--- src/rtl/clkrst_pkg.sv ---
package clkrst_pkg;

  // Next value of a counter that wraps from n-1 back to zero.
  function automatic int unsigned mod_step(int unsigned v, int unsigned n);
    return (v + 1 >= n) ? 0 : v + 1;
  endfunction

  // True when the falling edge now being counted is the last one of the hold window.
  function automatic logic hold_last(int unsigned c, int unsigned h);
    return (c + 1 >= h);
  endfunction

endpackage

--- src/rtl/clkrst_sync.sv ---
module clkrst_sync #(
  parameter int unsigned STAGES  = 2,
  parameter bit          RST_VAL = 1'b0
) (
  input  logic clk,
  input  logic arst_n,
  input  logic d,
  output logic q
);

  logic [STAGES-1:0] chain;

  generate
    if (STAGES == 1) begin : g_one
      always_ff @(posedge clk or negedge arst_n) begin
        if (!arst_n) chain <= RST_VAL;
        else         chain <= d;
      end
    end else begin : g_many
      always_ff @(posedge clk or negedge arst_n) begin
        if (!arst_n) chain <= {STAGES{RST_VAL}};
        else         chain <= {chain[STAGES-2:0], d};
      end
    end
  endgenerate

  assign q = chain[STAGES-1];

endmodule

--- src/rtl/clkrst_div.sv ---
module clkrst_div
  import clkrst_pkg::*;
#(
  parameter int unsigned DIV_N = 3
) (
  input  logic clk,
  input  logic rst_n,
  output logic clk_o
);

  localparam int unsigned CW = (DIV_N > 2) ? $clog2(DIV_N) : 1;

  logic [CW-1:0] phase;

  // The output is registered so it carries no decode glitches.
  // It goes high on the edge that wraps the phase back to zero.
  always_ff @(posedge clk or negedge rst_n) begin
    if (!rst_n) begin
      phase <= '0;
      clk_o <= 1'b0;
    end else begin
      phase <= CW'(mod_step(32'(phase), DIV_N));
      clk_o <= (phase == CW'(DIV_N - 1));
    end
  end

endmodule

--- src/rtl/clkrst_hold.sv ---
module clkrst_hold
  import clkrst_pkg::*;
#(
  parameter int unsigned HOLD_CYC = 4
) (
  input  logic clk,
  input  logic rst_n,
  input  logic fall_evt,
  input  logic req,
  output logic bus_rst
);

  localparam int unsigned HW = $clog2(HOLD_CYC + 1);

  logic [HW-1:0] edges;

  // This register changes only on oscillator edges where the bus clock falls.
  always_ff @(posedge clk or negedge rst_n) begin
    if (!rst_n) begin
      edges   <= '0;
      bus_rst <= 1'b1;
    end else if (fall_evt) begin
      if (req) begin
        edges   <= '0;
        bus_rst <= 1'b1;
      end else if (bus_rst) begin
        if (hold_last(32'(edges), HOLD_CYC)) bus_rst <= 1'b0;
        else                                 edges   <= edges + 1'b1;
      end
    end
  end

endmodule

--- src/rtl/sysclk_rst_gen.sv ---
module sysclk_rst_gen #(
  parameter int unsigned DIV_N       = 3,
  parameter int unsigned HOLD_CYC    = 4,
  parameter int unsigned SYNC_STAGES = 2
) (
  input  logic osc_clk_i,
  input  logic pwr_good_i,
  input  logic ext_rst_req_i,
  output logic sys_clk_o,
  output logic bus_rst_o
);

  // Named internal events, brought out for the checker.
  logic pg_ok;     // synchronized power-good, used as the internal reset
  logic req_s;     // synchronized external request
  logic clk_q;     // registered bus clock
  logic fall_evt;  // the coming oscillator edge is a bus clock falling edge

  clkrst_sync #(.STAGES(SYNC_STAGES), .RST_VAL(1'b0)) u_pg_sync (
    .clk    (osc_clk_i),
    .arst_n (pwr_good_i),
    .d      (1'b1),
    .q      (pg_ok)
  );

  clkrst_sync #(.STAGES(SYNC_STAGES), .RST_VAL(1'b0)) u_req_sync (
    .clk    (osc_clk_i),
    .arst_n (pg_ok),
    .d      (ext_rst_req_i),
    .q      (req_s)
  );

  clkrst_div #(.DIV_N(DIV_N)) u_div (
    .clk   (osc_clk_i),
    .rst_n (pg_ok),
    .clk_o (clk_q)
  );

  assign fall_evt = clk_q;

  clkrst_hold #(.HOLD_CYC(HOLD_CYC)) u_hold (
    .clk      (osc_clk_i),
    .rst_n    (pg_ok),
    .fall_evt (fall_evt),
    .req      (req_s),
    .bus_rst  (bus_rst_o)
  );

  assign sys_clk_o = clk_q;

endmodule

--- config.mk ---
export PLATFORM = sky130hd
export DESIGN_NAME = sysclk_rst_gen
export DESIGN_NICKNAME = d
export VERILOG_FILES = /design/src/rtl/clkrst_pkg.sv /design/src/rtl/clkrst_sync.sv /design/src/rtl/clkrst_div.sv /design/src/rtl/clkrst_hold.sv /design/src/rtl/sysclk_rst_gen.sv
export SDC_FILE = /design/constraint.sdc
export NUM_CORES = 1
export LEC_CHECK = 0
export ABC_AREA = 1
export BUFFER_PORTS_ARGS = -buffer_cell sky130_fd_sc_hd__buf_2
export CAP_MARGIN = 40
export CORE_AREA = 4 4 41 43
export DETAILED_ROUTE_END_ITERATION = 8
export DIE_AREA = 0 0 45 47
export GPL_TIMING_DRIVEN = 0
export MAX_ROUTING_LAYER = met4
export PLACE_DENSITY = 0.47
export SKIP_CTS_REPAIR_TIMING = 1
export SLEW_MARGIN = 20
export SYNTH_ARGS = -nofsm -noshare
export SYNTH_HDL_FRONTEND = slang
export SYNTH_SLANG_ARGS = --single-unit
--- constraint.sdc ---
create_clock -name osc_clk_i -period 0.9 [get_ports osc_clk_i]
set_input_delay 0.045 -clock osc_clk_i [delete_from_list [all_inputs] [get_ports osc_clk_i]]
set_output_delay 0.045 -clock osc_clk_i [all_outputs]
set_load 0.005 [all_outputs]
Word-level counts from Yosys, hierarchy flattened
Cells that the tools add are included.
{ "op_classes": {"n_mux": 7, "magnitude_cmp": 2, "eq_ne": 2, "n_reduce_logical": 2, "addsub": 3} }
{ "op_table": {"columns": ["op", "n"], "rows": [
  ["greater-or-equal comparator 32 x 3 -> 1 bit, second input constant", 1],
  ["two-way mux 3 bit", 3],
  ["adder 3 x 1 -> 4 bit, second input constant", 1],
  ["adder 2 x 1 -> 3 bit, second input constant", 1],
  ["adder 3 x 1 -> 3 bit, second input constant", 1],
  ["greater-or-equal comparator 3 x 2 -> 1 bit, second input constant", 1],
  ["two-way mux 1 bit", 3],
  ["AND reduction 3 bit", 1],
  ["equality test 2 bit, second input constant", 1],
  ["two-way mux 2 bit", 1],
  ["!= test 2 bit, second input constant", 1],
  ["nonzero test 2 bit", 1]
]} }
{ "word_totals": {"reg_bits": 11, "output_inout_bits": 2, "word_cells": 22} }

Logic depth before layout (Yosys ltp)
Gate-level depths: netlist of the first run.
{ "depth": {"ltp_word": 5, "ltp_mapped": 7, "mapped_depth_nobuf": 7} }

By module
A second synthesis of the first run with hierarchy kept.
{ "unflattened": {"hier_cells": 41, "hier_area_um2": 420.4} }
{ "modules_own_cells": {"columns": ["module", "area_each_um2", "n_inst", "cells_per_inst"], "rows": [
  ["clkrst_hold", 222.7, 1, 28],
  ["clkrst_sync", 50.0, 2, 2],
  ["clkrst_div", 93.8, 1, 8],
  ["sysclk_rst_gen", 3.8, 1, 1]
]} }

Worst setup path before layout of the first run
No wires, ideal clock.
{ "synth_path": {"kind": "register to register", "from": "register u_hold.edges[0]", "to": "register u_hold.edges[0]", "synth_period_minus_slack_ps": 1071, "t_arrival_ps": 954, "slack_ps": -171, "path_stages_with_launch": 8, "cell_sequence": "dfrtp_1 > ha_1 > inv_1 > nand2_1 > nand3_2 > nand3_2 > nand2_1 > nand2_1"} }
{ "synth_between": {"elab_chain_cells": 4, "word_cells_on_any_way": 8, "classes_between": "add/sub: 2; order compare: 1; eq/ne: 1; mux: 3; reduce/logical: 1"} }
{ "synth_lines": {"columns": ["element", "line", "source"], "rows": [
  ["start: declaration", "clkrst_hold.sv:15", "logic [HW-1:0] edges;"],
  ["start signal: assignment", "clkrst_hold.sv:28", "else edges <= edges + 1'b1;"],
  ["adder 3 x 1 -> 4 bit or adder 3 x 1 -> 3 bit (tied branches)", "clkrst_pkg.sv:10, clkrst_hold.sv:28", null],
  ["greater-or-equal comparator 32 x 3 -> 1 bit or two-way mux 3 bit (tied branches)", "clkrst_pkg.sv:10, clkrst_hold.sv:27", null],
  ["!= test 2 bit (no line) or two-way mux 3 bit (tied branches)", null, null],
  ["AND reduction 3 bit (no line) or two-way mux 3 bit (tied branches)", null, null]
]} }
Parallel ways exist; a longest one is shown, timed or not. The select of a mux whose other input is x is not followed.
A chain may end at the register's enable or synchronous reset.

Worst setup path after layout of the first run
{ "layout_path": {"from": "register u_hold.edges[0]", "to": "register u_hold.edges[1]"} }
The elaborated chain is that of the path after synthesis.

==> results.md, run 1 <==
* Final net count at 56
* First-pass GRT wire length at 1300 µm
* Worst-path fanout max at 4
* Synth Register Bits at 11
* CTS tree: done
* Synth area leaders: dfrtp_1 60%, inv_1 7.1%, nand2_1 7.1%
* Critical R2R Launch: u_hold.edges[0]$_DFFE_PN0P_
* Largest net degree at the start of global routing at 10
* Clk_lat worst skew at 0.26 ns
* GP Congestion at 0.635
* Achievable Freq at 896 MHz
* Rows at 13
* Ant. Diodes at 0
* Final hold violation count at 0
* Clock skew at 0.00464 ns
* Kind of critical path: flip-flop to flip-flop
* H-tree depth at 1
* Worst EP required at 1.05 ns
* Crit share post-route at 124%
* Area grow syn2layout at 27.1%
* DR WL/cell at 9.92 µm
* CP Launch Type: flip-flop
* Routed WL at 655 µm
* RSZ-0062 raised after global routing: true
* # clock sinks at 11
* First-pass iteration count of the detailed router at 3
* R2r setup slk at -0.22 ns
* Failing checks: setup timing
* Root Driver: clkbuf_4
* Status: complete, but fails checks
* Reg-to-Reg End: u_hold.edges[1]$_DFFE_PN0P_
* DIE AREA at 2120 µm²
* Register clock-pin slew on the reported worst setup and hold paths at 0.07 ns
* Clock Path Buffers at 2
* Core Area at 1300 µm²
* Initial antenna violation count at 0
* Via count at 280
* Final Slew Violations at 0
* Ys Warns at 0
* Post-route minimum period at 1.12 ns
* Die X at 45 µm
* Port bufs at 4
* Drt via density at 4.24
* Vias in the first global route at 342
* Total negative setup slack at -0.854 ns
* Sequential area share after synthesis at 65.8%
* Post-Synthesis Cells at 41
* Final setup viols at 5
* Layout cells sized above 1 at 35.3%
* R2R cell count at 7
* Placed instance area at 462 µm²
* Yosys cell types at 12
* Total CTS buffers at 3
* Ports at 5
* Die H at 47 µm
* Crit path DAT at 1.26 ns
* Layout Cell Area excl Fill at 534 µm²
* Initial core utilization at 32.3%
* Post-Syn Nets at 45
* Synthesized area at 420 µm²
* Static Leak at 0.275 nW
* Drc violations at 0
* DRT iter0 DRCs at 5
* Final core utilization at 41.1%
* Hold crit path type: primary input to asynchronous set/reset pin
* Synth area leader: dfrtp_1
* Top cell type's share of synthesized area at 59.5%
* Max_cap viols at 0
* Pwr Density at 1950 nW/µm²
* Grt total ovfl at 0
* Total Power Consumption at 1.04 mW
* Hold_ws at 0.0915 ns
* Peak VDD IR at 742 µV
* CP Capture Type: flip-flop
* ANT nets after route at 0
* Syn avg cell area at 10.3 µm²
* Total track usage at 9.52%
* Post-DP HPWL at 506 µm
* Worst setup margin at -0.216 ns
[kinds of logic after synthesis]
kind of cell             share of synthesized area [%]
AO/OA/AOI/OAI                                     1.19
adder cells (fa/ha/maj)                           2.98
buffers and inverters                             7.14
flip-flops                                        65.8
other                                            0.892
AND/OR/NAND/NOR                                   22.0
[cell type report]
| cell class | instances | area, µm² |
|---|---|---|
| well taps | 15 | 18.8 |
| inverters | 8 | 30.0 |
| clock buffers | 4 | 26.3 |
| repair buffers | 6 | 40.0 |
| fillers | 147 | 767 |
| multi-input cells | 22 | 141 |
| flip-flops and latches | 11 | 278 |
[synth_stat cells]
cell and number:
nand2_1 8, dfrtp_1 10, conb_1 1, ha_1 1, nand3_1 1, o21ai_0 1
nor2_1 5, nand2_2 1, nand3_2 2, nand4_1 2, inv_1 8, dfstp_2 1
[registers in the layout, summed over array words and instances (netlist names)]
signal and count:
u_div.clk_o 1, u_hold.bus_rst 1, u_hold.edges 3, u_pg_sync.chain 2, u_div.phase 2, u_req_sync.chain 2
[per-stage QoR]
step | setup WS, ns | std cells
after floorplan | -0.121 | 41
after CTS | -0.242 | 64
after global placement | -0.175 | 60
after global routing | -0.339 | 66
final | -0.216 | 66
after detailed placement | -0.230 | 60
[report_power, final]
group / switching [mW] / leakage [nW] / internal, mW
Sequential: 0.0373 / 0.134 / 0.539
Combinational: 0.0780 / 0.125 / 0.0690
Clock: 0.148 / 0.0150 / 0.171
Total: 0.264 / 0.275 / 0.779
[worst max-delay path by stage]
stage | from | to | slack (ns) | cells past startpoint
6_report | u_hold.edges[0]$_DFFE_PN0P_ | u_hold.edges[1]$_DFFE_PN0P_ | -0.22 | 7
5_1_grt | u_hold.edges[0]$_DFFE_PN0P_ | u_hold.edges[1]$_DFFE_PN0P_ | -0.34 | 7
4_1_cts | u_hold.edges[1]$_DFFE_PN0P_ | u_hold.edges[0]$_DFFE_PN0P_ | -0.24 | 7
3_5_place_dp | u_hold.edges[1]$_DFFE_PN0P_ | u_hold.edges[0]$_DFFE_PN0P_ | -0.23 | 7
3_3_place_gp | u_hold.edges[0]$_DFFE_PN0P_ | u_hold.edges[0]$_DFFE_PN0P_ | -0.18 | 7
2_1_floorplan | u_hold.edges[0]$_DFFE_PN0P_ | u_hold.edges[0]$_DFFE_PN0P_ | -0.12 | 7
[worst max-delay path, cell delays in order (launching register included)]
cell and delay (ns):
dfrtp_1 0.41, ha_2 0.20, inv_2 0.05, nand2_2 0.06, nand3_4 0.08, nand3_4 0.09, nand2_1 0.06, nand2_1 0.05
[layout by cell type, fill, tap and decap left out]
master and count:
dfrtp_1 9, inv_1 7, nor2_1 5, nand2_2 5, nand2_1 4, buf_2 4, clkbuf_4 3, nand3_4 2
nand4_1 2, dlygate4sd3_1 2, nand3_1 1, inv_2 1, o21ai_0 1, ha_2 1, clkbuf_1 1, dfrtp_2 1
dfstp_2 1, conb_1 1
[routing by layer]
layer | up-vias | share of wire (%) | global-route usage (%) | routed length, µm
met4 | 0 | 0 | 10.5 | 0
met1 | 134 | 37 | 8.53 | 241
met5 | - | 0 | - | 0
met3 | 0 | 3.7 | 2.30 | 24
met2 | 3 | 60 | 15.5 | 390
li1 | 143 | - | - | -
No activity file was read; power rests on OpenSTA's default activity.
==> run 2: changes to the inputs <==
Settings changed: PLACE_DENSITY 0.47 to 0.49.
Clock period 0.9 ns to 0.93 ns, I/O delays scaled along.
==> run 2 against run 1 <==
Against the previous run:
- the run still ends with setup timing left
- clock skew fell by 0.0037 ns
- fmax down 0.16%
- combinational power up 18%
- critical path depth stayed put
- clock power is 4% lower
- die area did not move
- via count grew 0.71%
- critical endpoint unchanged
- largest cell class unchanged
- largest power group unchanged
==> results.md, run 2 (synthesized netlist as in run 1, its figures left out) <==
* Most common cell on crit path: nand2_2
* Routed WL at 681 µm (was 655 µm)
* Failing checks: setup timing (unchanged)
* Max reg flops at 3 (unchanged)
* DR WL/cell at 10.2 µm (was 9.92 µm)
* Achievable Freq at 895 MHz (was 896 MHz)
* Worst-path fanout max at 4 (unchanged)
* Via count at 282 (was 280)
* Final setup viols at 5 (unchanged)
* Die H at 47 µm (unchanged)
* Placed insts at 60 (unchanged)
* Status: complete, but fails checks (unchanged)
* DRT iter0 DRCs at 1 (was 5)
* Post-route minimum period at 1.12 ns (about the same)
* DIE AREA at 2120 µm² (unchanged)
* Total track usage at 8.19% (was 9.52%)
* RSZ-0062 raised after global routing: true (unchanged)
* Crit share post-route at 120% (was 124%)
* Area grow syn2layout at 31.0% (was 27.1%)
* Hold crit path type: primary input to asynchronous set/reset pin (unchanged)
* CP max-delay cell: dfrtp_2 (was dfrtp_1)
* Drt via density at 4.21 (was 4.24)
* Grt total ovfl at 0 (unchanged)
* Die X at 45 µm (unchanged)
* Final hold violation count at 0 (unchanged)
* First-pass GRT wire length at 1170 µm (was 1300 µm)
* Kind of critical path: flip-flop to flip-flop (unchanged)
* Core Area at 1300 µm² (unchanged)
* Initial antenna violation count at 0 (unchanged)
* Total negative setup slack at -0.709 ns (was -0.854 ns)
* Clock skew at 0.000900 ns (was 0.00464 ns)
* H-tree depth at 1 (unchanged)
* Largest net degree at the start of global routing at 10 (unchanged)
* Most flops, register: u_hold.edges (unchanged)
* Register clock-pin slew on the reported worst setup and hold paths at 0.06 ns (was 0.07 ns)
* Final Slew Violations at 0 (unchanged)
* CP bufs+invs at 1 (unchanged)
* Layout cells sized above 1 at 36.5% (was 35.3%)
* Ant. Diodes at 0 (unchanged)
* Most common cell after layout, fill and taps aside: dfrtp_1 (unchanged)
* Pre-CTS setup slack at -0.211 ns (was -0.230 ns)
* Worst setup margin at -0.188 ns (was -0.216 ns)
* Port bufs at 4 (unchanged)
* # clock sinks at 11 (unchanged)
* Clk_lat worst skew at 0.26 ns (about the same)
* CP Launch Type: flip-flop (unchanged)
* Max_cap viols at 0 (unchanged)
* Post-DP HPWL at 493 µm (was 506 µm)
* Initial core utilization at 32.3% (unchanged)
* Pwr Density at 1900 nW/µm² (was 1950 nW/µm²)
* GP Congestion at 0.620 (was 0.635)
* ANT nets after route at 0 (unchanged)
* Drc violations at 0 (unchanged)
* Clock Path Buffers at 2 (unchanged)
* Root Driver: clkbuf_4 (unchanged)
* Vias in the first global route at 298 (was 342)
* Total CTS buffers at 3 (unchanged)
* CP Capture Type: flip-flop (unchanged)
* Peak VDD IR at 904 µV (was 742 µV)
* Rows at 13 (unchanged)
* Static Leak at 0.279 nW (was 0.275 nW)
* Worst EP required at 1.08 ns (was 1.05 ns)
* Non-Filler Instances at 67 (was 66)
* Final net count at 57 (was 56)
* CTS tree: done (unchanged)
* Delay-heaviest family, CP: flip-flops (unchanged)
* Fill count at 146 (was 147)
* Ports at 5 (unchanged)
* First-pass iteration count of the detailed router at 2 (was 3)
* CP max stage delay at 0.44 ns (was 0.41 ns)
* Most frequent cells in the layout: 8 x dfrtp_1, 7 x inv_1, 5 x nor2_1, 5 x nand2_1 (was 9 x dfrtp_1, 7 x inv_1, 5 x nor2_1, 5 x nand2_2)
* Crit-path cells: ha_4 -> inv_2 -> nand2_2 -> nand3_4 -> nand3_4 -> nand2_2 -> nand2_2 (was ha_2 -> inv_2 -> nand2_2 -> nand3_4 -> nand3_4 -> nand2_1 -> nand2_1)
* Crit path DAT at 1.27 ns (was 1.26 ns)
## run 2: cell count changes in the layout (fill, tap and decap cells not counted)
cell     previous run  this run
buf_4               0         1
dfrtp_1             9         8
nand2_2             5         4
dfrtp_2             1         2
ha_4                0         1
ha_2                1         0
nand2_1             4         5
## run 2: area by class of cell
type | count | area, µm² | area share, %
Clock buffer | 4 | 26.3 | 4.77
Sequential cell | 11 | 279 | 50.7
Timing Repair Buffer | 7 | 47.5 | 8.64
Tap cell | 15 | 18.8 | 3.41
Inverter | 8 | 30.0 | 5.45
Multi-Input combinational cell | 22 | 149 | 27.0
## run 2: routing by layer
| layer | wire, µm | vias to the layer above | global-route usage [%] |
|---|---|---|---|
| li1 | - | 146 | - |
| met1 | 266 | 134 | 6.86 |
| met2 | 404 | 2 | 14.7 |
| met3 | 10 | 0 | 2.30 |
| met4 | 0 | 0 | 7.02 |
| met5 | 0 | - | - |
## run 2: final timing paths
| check | from | end | slack [ns] | depth (start not counted) |
|---|---|---|---|---|
| max in group asynchronous | u_pg_sync.chain[1]$_DFF_PN0_ | u_hold.bus_rst$_DFFE_PN1P_ | 0.50 | 0 |
| min in group osc_clk_i | u_pg_sync.chain[0]$_DFF_PN0_ | u_pg_sync.chain[1]$_DFF_PN0_ | 0.35 | 0 |
| min | pwr_good_i | u_pg_sync.chain[0]$_DFF_PN0_ | 0.11 | 2 |
| min reg2reg | u_pg_sync.chain[1]$_DFF_PN0_ | u_hold.edges[2]$_DFFE_PN0P_ | 0.14 | 0 |
| max | u_hold.edges[0]$_DFFE_PN0P_ | u_hold.edges[1]$_DFFE_PN0P_ | -0.19 | 7 |
| max reg2reg | u_hold.edges[0]$_DFFE_PN0P_ | u_hold.edges[1]$_DFFE_PN0P_ | -0.19 | 7 |
## run 2: report_power, final
part           total [mW]  switching [mW]  internal (mW)
combinational       0.174          0.0854         0.0889
clock               0.307           0.141          0.166
sequential          0.567          0.0441          0.523
total                1.05           0.270          0.778
## run 2: metrics by stage
step / area, µm² / hold slack (ns) / util (%) / total power [mW]
2_1_floorplan: 423 / -0.249 / - / 0.644
3_3_place_gp: 462 / -0.169 / 35.5 / 0.670
5_1_grt: 551 / 0.109 / 42.3 / 1.13
6_report: 551 / 0.109 / 42.3 / 1.05
3_5_place_dp: 462 / -0.166 / 35.5 / 0.684
4_1_cts: 488 / -0.454 / 37.5 / 1.00
